[config.mk]
export PLATFORM = sky130hd
export DESIGN_NAME = bank_card_ctrl
export DESIGN_NICKNAME = d
export VERILOG_FILES = /design/src/rtl/bank_card_pkg.sv /design/src/rtl/bank_card_decode.sv /design/src/rtl/bank_card_unlock.sv /design/src/rtl/bank_card_ctrl.sv
export SDC_FILE = /design/constraint.sdc
export NUM_CORES = 1
export LEC_CHECK = 0
export BUFFER_PORTS_ARGS = -buffer_cell sky130_fd_sc_hd__buf_2
export CAP_MARGIN = 15
export CORE_MARGIN = 2
export CORE_UTILIZATION = 30
export CTS_CLUSTER_SIZE = 28
export DETAILED_ROUTE_END_ITERATION = 7
export PLACE_DENSITY_LB_ADDON = 0.25
export SLEW_MARGIN = 20
export SYNTH_ARGS = -nofsm -noshare
export SYNTH_HDL_FRONTEND = slang
export SYNTH_SLANG_ARGS = --single-unit
[constraint.sdc]
create_clock -name clk -period 3.3 [get_ports clk]
set_clock_uncertainty 0.1 [all_clocks]
set_input_delay 0.165 -clock clk [delete_from_list [all_inputs] [get_ports clk]]
set_output_delay 0.165 -clock clk [all_outputs]
set_load 0.005 [all_outputs]
[src/rtl/bank_card_pkg.sv]
package bank_card_pkg;

    typedef enum logic [1:0] {
        UNLK_IDLE  = 2'd0,
        UNLK_ONE   = 2'd1,
        UNLK_ARMED = 2'd2
    } unlk_state_t;

    // low two address bits of a soft-switch access
    typedef enum logic [1:0] {
        SW_RD_ON   = 2'b00,
        SW_ODD_OFF = 2'b01,
        SW_ALL_OFF = 2'b10,
        SW_ODD_ON  = 2'b11
    } sw_code_t;

    typedef struct packed {
        logic sw;     // soft-switch window
        logic lo;     // banked 4 KB window
        logic hi;     // fixed 8 KB window
        logic rom;    // ROM overlay range
    } addr_class_t;

endpackage

[src/rtl/bank_card_decode.sv]
module bank_card_decode
    import bank_card_pkg::*;
#(
    parameter int          ADDR_W   = 16,
    parameter logic [15:0] SW_BASE  = 16'hC080,
    parameter int          SW_SPAN  = 16,
    parameter logic [15:0] LO_BASE  = 16'hD000,
    parameter int          LO_SPAN  = 4096,
    parameter logic [15:0] ROM_BASE = 16'hF800
) (
    input  logic [ADDR_W-1:0] addr,
    output addr_class_t       cls
);
    localparam logic [ADDR_W:0] SW_END = {1'b0, SW_BASE} + SW_SPAN[ADDR_W:0];
    localparam logic [ADDR_W:0] LO_END = {1'b0, LO_BASE} + LO_SPAN[ADDR_W:0];

    logic [ADDR_W:0] a;

    always_comb begin
        a       = {1'b0, addr};
        cls.sw  = (a >= {1'b0, SW_BASE}) && (a < SW_END);
        cls.lo  = (a >= {1'b0, LO_BASE}) && (a < LO_END);
        cls.hi  = (a >= LO_END);
        cls.rom = (a >= {1'b0, ROM_BASE});
    end

endmodule

[src/rtl/bank_card_unlock.sv]
module bank_card_unlock
    import bank_card_pkg::*;
(
    input  logic       clk,
    input  logic       rst_n,
    input  logic       sw_stb,
    input  logic       sw_we,
    input  logic [1:0] sw_low,
    input  logic       sw_bank,
    output logic       rd_en,
    output logic       wr_en,
    output logic       bank1
);
    unlk_state_t state, state_n;
    logic        rd_n, wr_n, bank_n;

    // next-state and flag logic
    always_comb begin
        state_n = state;
        rd_n    = rd_en;
        wr_n    = wr_en;
        bank_n  = bank1;
        if (sw_stb) begin
            bank_n = sw_bank;
            unique case (sw_code_t'(sw_low))
                SW_RD_ON: begin
                    rd_n    = 1'b1;
                    wr_n    = 1'b0;
                    state_n = UNLK_IDLE;
                end
                SW_ALL_OFF: begin
                    rd_n    = 1'b0;
                    wr_n    = 1'b0;
                    state_n = UNLK_IDLE;
                end
                SW_ODD_OFF, SW_ODD_ON: begin
                    rd_n = sw_low[1];
                    if (sw_we) begin
                        state_n = UNLK_IDLE;
                    end else begin
                        unique case (state)
                            UNLK_IDLE:  state_n = UNLK_ONE;
                            UNLK_ONE: begin
                                state_n = UNLK_ARMED;
                                wr_n    = 1'b1;
                            end
                            UNLK_ARMED: begin
                                state_n = UNLK_ARMED;
                                wr_n    = 1'b1;
                            end
                            default:    state_n = UNLK_IDLE;
                        endcase
                    end
                end
                default: state_n = UNLK_IDLE;
            endcase
        end
    end

    // state register
    always_ff @(posedge clk) begin
        if (!rst_n) begin
            state <= UNLK_IDLE;
            rd_en <= 1'b0;
            wr_en <= 1'b0;
            bank1 <= 1'b0;
        end else begin
            state <= state_n;
            rd_en <= rd_n;
            wr_en <= wr_n;
            bank1 <= bank_n;
        end
    end

    a_r1_reset_state: assert property (@(posedge clk) disable iff (!rst_n)
        $rose(rst_n) |-> (!rd_en && !wr_en && !bank1 && state == UNLK_IDLE));

    a_r2_hold_outside: assert property (@(posedge clk) disable iff (!rst_n)
        !sw_stb |=> ($stable(rd_en) && $stable(wr_en) && $stable(bank1)));

    a_r3_bank_follow: assert property (@(posedge clk) disable iff (!rst_n)
        sw_stb |=> (bank1 == $past(sw_bank)));

    a_r4_even_clear: assert property (@(posedge clk) disable iff (!rst_n)
        (sw_stb && sw_low == 2'b00) |=> (rd_en && !wr_en && state == UNLK_IDLE));

    a_r5_arm_second: assert property (@(posedge clk) disable iff (!rst_n)
        (sw_stb && !sw_we && sw_low[0] && state != UNLK_IDLE) |=> (wr_en && state == UNLK_ARMED));

    a_r5_single_no_arm: assert property (@(posedge clk) disable iff (!rst_n)
        (sw_stb && !sw_we && sw_low[0] && state == UNLK_IDLE && !wr_en) |=> !wr_en);

    a_r7_lock_all: assert property (@(posedge clk) disable iff (!rst_n)
        (sw_stb && sw_low == 2'b10) |=> (!rd_en && !wr_en && state == UNLK_IDLE));

    a_r8_write_no_arm: assert property (@(posedge clk) disable iff (!rst_n)
        (sw_stb && sw_we && sw_low[0]) |=> (state == UNLK_IDLE && wr_en == $past(wr_en)
                                             && rd_en == $past(sw_low[1])));

endmodule

[src/rtl/bank_card_ctrl.sv]
module bank_card_ctrl
    import bank_card_pkg::*;
#(
    parameter int ADDR_W = 16
) (
    input  logic              clk,
    input  logic              rst_n,
    input  logic              bus_stb,
    input  logic              bus_we,
    input  logic [ADDR_W-1:0] bus_addr,
    output logic              ram_cs,
    output logic              rom_cs,
    output logic              ram_bank,
    output logic              ram_we
);
    localparam int BANK_BIT = 3;

    addr_class_t cls;
    logic        rd_en, wr_en, bank1;
    logic        mem_hit;

    bank_card_decode #(.ADDR_W(ADDR_W)) u_dec (
        .addr (bus_addr),
        .cls  (cls)
    );

    bank_card_unlock u_unlk (
        .clk     (clk),
        .rst_n   (rst_n),
        .sw_stb  (bus_stb && cls.sw),
        .sw_we   (bus_we),
        .sw_low  (bus_addr[1:0]),
        .sw_bank (bus_addr[BANK_BIT]),
        .rd_en   (rd_en),
        .wr_en   (wr_en),
        .bank1   (bank1)
    );

    // output selection
    always_comb begin
        mem_hit  = bus_stb && (cls.lo || cls.hi);
        ram_cs   = 1'b0;
        rom_cs   = 1'b0;
        ram_we   = 1'b0;
        if (mem_hit) begin
            if (bus_we) begin
                ram_cs = wr_en;
                ram_we = wr_en;
            end else if (rd_en) begin
                ram_cs = 1'b1;
            end else begin
                rom_cs = cls.rom;
            end
        end
        ram_bank = ram_cs && cls.lo && bank1;
    end

    a_r10_rom_never_written: assert property (@(posedge clk) disable iff (!rst_n)
        (bus_stb && bus_we) |-> !rom_cs);

    a_r11_outside_quiet: assert property (@(posedge clk) disable iff (!rst_n)
        (!bus_stb || !(cls.lo || cls.hi)) |-> (!ram_cs && !rom_cs && !ram_we));

    a_r9_one_select: assert property (@(posedge clk) disable iff (!rst_n)
        $countones({ram_cs, rom_cs}) <= 1);

    a_r12_bank_upper: assert property (@(posedge clk) disable iff (!rst_n)
        (bus_stb && cls.hi) |-> !ram_bank);

endmodule

# --- Word-level counts from Yosys, hierarchy flattened ---
# Cells that the tools add are included.
op_classes:
  order_cmp: 6
  eq_ne: 7
  muxes: 15
  n_reduce_logical: 13
ops:
  columns: ["cell", "n"]
  rows:
  - [">= comparator 16 bit (second input constant)", 4]
  - ["< comparator 16 bit (second input constant)", 2]
  - ["two-way mux 1 bit", 10]
  - ["one-hot mux 2 bit (2 select lines)", 2]
  - ["equality test 2 bit (second input constant)", 3]
  - ["logical AND 1 bit", 6]
  - ["OR reduction 2 bit", 3]
  - ["equality test 2 x 1 -> 1 bit (second input constant)", 2]
  - ["logical NOT 2 bit", 2]
  - ["!= test 2 bit (second input constant)", 2]
  - ["one-hot mux 1 bit (3 select lines)", 1]
  - ["AND reduction 3 bit", 1]
  - ["two-way mux 2 bit", 1]
  - ["one-hot mux 1 bit (2 select lines)", 1]
  - ["logical OR 1 bit", 1]
word_totals:
  ff_bits: 5
  inputBits: 20
  output_inout_bits: 4
  elab_cells: 45

# --- Longest topological paths before layout ---
depth:
  depth_word: 7
  mapped_depth: 5
  mapped_depth_nobuf: 5

# --- Modules after synthesis ---
# From an unflattened synthesis, not the netlist that was laid out.
hier_totals:
  cells_unflattened: 46
  area_unflattened_um2: 384.1
modules_own_cells:
  columns: ["mod", "n_inst", "cells_each", "area_each_um2", "seq_area_each_um2"]
  rows:
  - ["bank_card_unlock", 1, 28, 261.5, 100.1]
  - ["bank_card_ctrl", 1, 9, 61.3, 0.0]
  - ["bank_card_decode", 1, 9, 61.3, 0.0]

# --- Least setup slack after synthesis ---
# OpenSTA, ideal clock, no wires.
synth_path:
  kind: "input port to flip-flop"
  startpoint: "in bus_addr[9]"
  endpoint: "reg u_unlk.state[1]"
  setup_time_ns: 0.120
  t_arrival_ns: 1.404
  required_time_ns: 3.080
  setup_slack_ns: 1.676
  stages: 4
  n_path_buf: 1
  cell_sequence: "or4_4 -> or4_4 -> buf_6 -> mux2i_1"
synth_via:
  elab_chain_cells: 3
  elab_cells_between_ends: 4
  classes_between: "2 x order compare; 2 x reduce/logical"
synth_lines:
  columns: ["item", "line", "text"]
  rows:
  - ["start, declared", "bank_card_ctrl.sv:10", "input logic [ADDR_W-1:0] bus_addr,"]
  - [">= comparator 16 bit / < comparator 16 bit (equally long branches)", "bank_card_decode.sv:21", "cls.sw = (a >= {1'b0, SW_BASE}) && (a < SW_END);"]
  - ["logical AND 1 bit *", "bank_card_decode.sv:21", null]
  - ["logical AND 1 bit *", "bank_card_ctrl.sv:30", ".sw_stb (bus_stb && cls.sw),"]
  - ["end signal, assigned", "bank_card_unlock.sv:68", "state <= state_n;"]
  - ["end, declared", "bank_card_unlock.sv:14", "unlk_state_t state, state_n;"]
# Every way passes the cells marked *; elsewhere a longest branch is shown, timed or not.
# A chain may end at the register's enable or synchronous reset.

# --- Worst setup path after layout ---
layout_path:
  startpoint: "in bus_addr[9]"
  endpoint: "reg u_unlk.bank1"
layout_via:
  elab_chain_cells: 3
  elab_cells_between_ends: 4
  classes_between: "2 x order compare; 2 x reduce/logical"
layout_lines:
  columns: ["item", "line", "text"]
  rows:
  - [">= comparator 16 bit / < comparator 16 bit (equally long branches)", "bank_card_decode.sv:21", null]
  - ["logical AND 1 bit *", "bank_card_decode.sv:21", null]
  - ["logical AND 1 bit *", "bank_card_ctrl.sv:30", null]
  - ["end signal, assigned", "bank_card_unlock.sv:71", "bank1 <= bank_n;"]
  - ["end, declared", "bank_card_unlock.sv:12", "output logic bank1"]
# Marked as above.

==> qor.yml <==
status: "finished clean"
slew_headroom_pct: 83.5
finalCriticalPeriod_ns: 1.45
power_mw: 0.154
synth_area_per_cell_um2: 8.21
worst_ep_required_time_ns: 3.33
core-area_mm2: 0.00127
die_area_mm2: 0.00162
cts_made_buffers: 3
place_congestion: 0.715
leakagePower_nw: 0.265
drcViolationCount: 0
dp_hpwl_um: 712
critPathMaxFanout: 5
antenna_found_initial: 0
synth_seq_cells: 5
ctsResizeCount: 0
cts_sinks: 5
layout_commonest_cell: "buf_2"
setup_violations: 0
grt_pass1_vias: 373
portBuffers: 22
dp.cells: 83
wirelength_um: 822
tightest_slew_ns: 0.245
power_density_mw_per_mm2: 288
cts_hold_buf: 0
ios: 24
stdcell_count: 87
post_cts_buffers: 0
via_per_inst: 4.64
arrival_ns: 1.48
final_cell_mix: "22 x buf_2, 8 x nand2_1, 5 x dfxtp_1"
cts-root-buf: "clkbuf_4"
syn_nets: 72
clkTransAtPathRegs_ns: 0.04
cp_slowest_cell: "or4_4"
vias: 404
hold_path.class: "in -> reg"
drive_gt1_share_pct: 38.9
cap_violations: 0
max_freq_mhz: 688
drtIter0Drc: 6
grt_max_degree: 10
ir_drop_mv: 0.140
hold_violations: 0
syn_to_final_growth_pct: 35.6
fin_crit_sh_pct: 44.1
avgRoutedWirePerCell_um: 9.45
start_util_pct: 31.1
fin_nets: 97
path_common_cell: "or4_4"
synth_warnings: 0
fin_tns_setup_ns: 0
synth_cell_types: 21
grtUsageTotal_pct: 13.4
yosysSeqAreaShare_pct: 25.4
cts_tree: "done"
stdcell_area_um2: 534
htree_num_levels: 1
end_kind: "flip-flop"
synth_cells: 48
die_x_um: 40.2
cp_slowest_stage_delay_ns: 0.55
clkLatencyLatePin_ns: 0.24
clockBufferDepth: 2
final-max-slew-violation-count: 0
fp-row-count: 13
antenna_cells: 0
dr.pass1.iters: 4
fillerInstances: 130
placed_area_um2: 508
syn_area_um2: 394
rsz0062_at_grt: "no"
die_y_um: 40.2
crit_chain: "buf_2, or4_4, or4_4, mux2i_1"
utilization_pct: 42.1
start_kind: "input pin"
grt_pass1_wl_um: 1410
gr-total-overflow: 0
postRouteAntennaNets: 0
worstSetupPathType: "in -> reg"
[worst paths after layout]
path	startpoint	to	slack (ns)	cells after the start
max	bus_addr[9]	u_unlk.bank1$_SDFFE_PN0P_	1.85	4
max reg2reg	u_unlk.state[1]$_SDFFE_PN0P_	u_unlk.wr_en$_SDFFE_PN0P_	2.23	4
min reg2reg	u_unlk.state[0]$_SDFFE_PN0P_	u_unlk.state[0]$_SDFFE_PN0P_	0.36	2
min	bus_addr[3]	u_unlk.bank1$_SDFFE_PN0P_	0.07	3
[per-stage QoR]
stage                     worst slack (ns)  hold slack, ns
final                                 1.85          0.0668
after global routing                  1.82          0.0798
after CTS                             1.85          0.0632
after detailed placement              1.59           0.322
after global placement                1.59           0.316
after floorplan                       1.68           0.204
[worst max-delay path: cells and delay by family]
| kind | cells | cell delay (ns) |
|---|---|---|
| AND/OR/NAND/NOR | 2 | 1.07 |
| multiplexers | 1 | 0.14 |
| buffers and inverters | 1 | 0.09 |
[cells in the mapped netlist]
| cell | instances | share of area (%) |
|---|---|---|
| or4_4 | 2 | 5.7 |
| inv_1 | 4 | 3.8 |
| ha_1 | 4 | 13 |
| nand2b_1 | 2 | 3.2 |
| nor3_1 | 2 | 2.5 |
| a21o_1 | 1 | 1.9 |
| nor4_1 | 2 | 3.2 |
| or2_1 | 1 | 1.6 |
| nand4b_1 | 2 | 4.4 |
| or2_2 | 1 | 1.6 |
| buf_1 | 1 | 0.95 |
| nand3_1 | 1 | 1.3 |
| dfxtp_1 | 5 | 25 |
| nor2_1 | 2 | 1.9 |
| nand2_1 | 8 | 7.6 |
| nand4_1 | 2 | 3.2 |
| or4_1 | 1 | 1.9 |
| or4b_1 | 1 | 2.5 |
| buf_6 | 1 | 2.9 |
| mux2i_1 | 4 | 10 |
| o22ai_1 | 1 | 1.6 |
[report_power, final]
group / total, mW / switching, mW / internal (mW) / leakage, nW
logic: 0.0234 / 0.0110 / 0.0124 / 0.210
clock network: 0.0700 / 0.0243 / 0.0457 / 0.0150
registers: 0.0607 / 0.00000192 / 0.0606 / 0.0402
total: 0.154 / 0.0354 / 0.119 / 0.265
[registers in the layout (all words and copies together) (netlist names)]
signal and count:
u_unlk.bank1 1, u_unlk.rd_en 1, u_unlk.state 2, u_unlk.wr_en 1
[cell families (layout without fill, tap and decap cells)]
kind of cell / after synthesis / after routing / share of synthesized area [%]
adder cells (fa/ha/maj): 4 / 4 / 12.7
AO/OA/AOI/OAI: 2 / 2 / 3.49
AND/OR/NAND/NOR: 27 / 27 / 40.6
multiplexers: 4 / 4 / 10.2
buffers and inverters: 6 / 30 / 7.62
flip-flops: 5 / 5 / 25.4
[cell type report]
class	instances	area, um^2	share of cell area, %
clock buffer	4	26.3	4.92
inverter	4	15.0	2.81
multi-input combinational	37	264	49.4
sequential	5	100	18.7
tap	15	18.8	3.51
timing repair buffer	22	110	20.6
[routing by layer]
| metal | vias to the layer above | GRT usage, % | routed length (um) |
|---|---|---|---|
| met4 | 0 | 2.50 | 0 |
| met2 | 12 | 21.4 | 384 |
| met5 | - | 0 | 0 |
| met1 | 175 | 15.3 | 390 |
| li1 | 217 | - | - |
| met3 | 0 | 8.33 | 47 |
No activity file was read; power rests on OpenSTA's default activity.
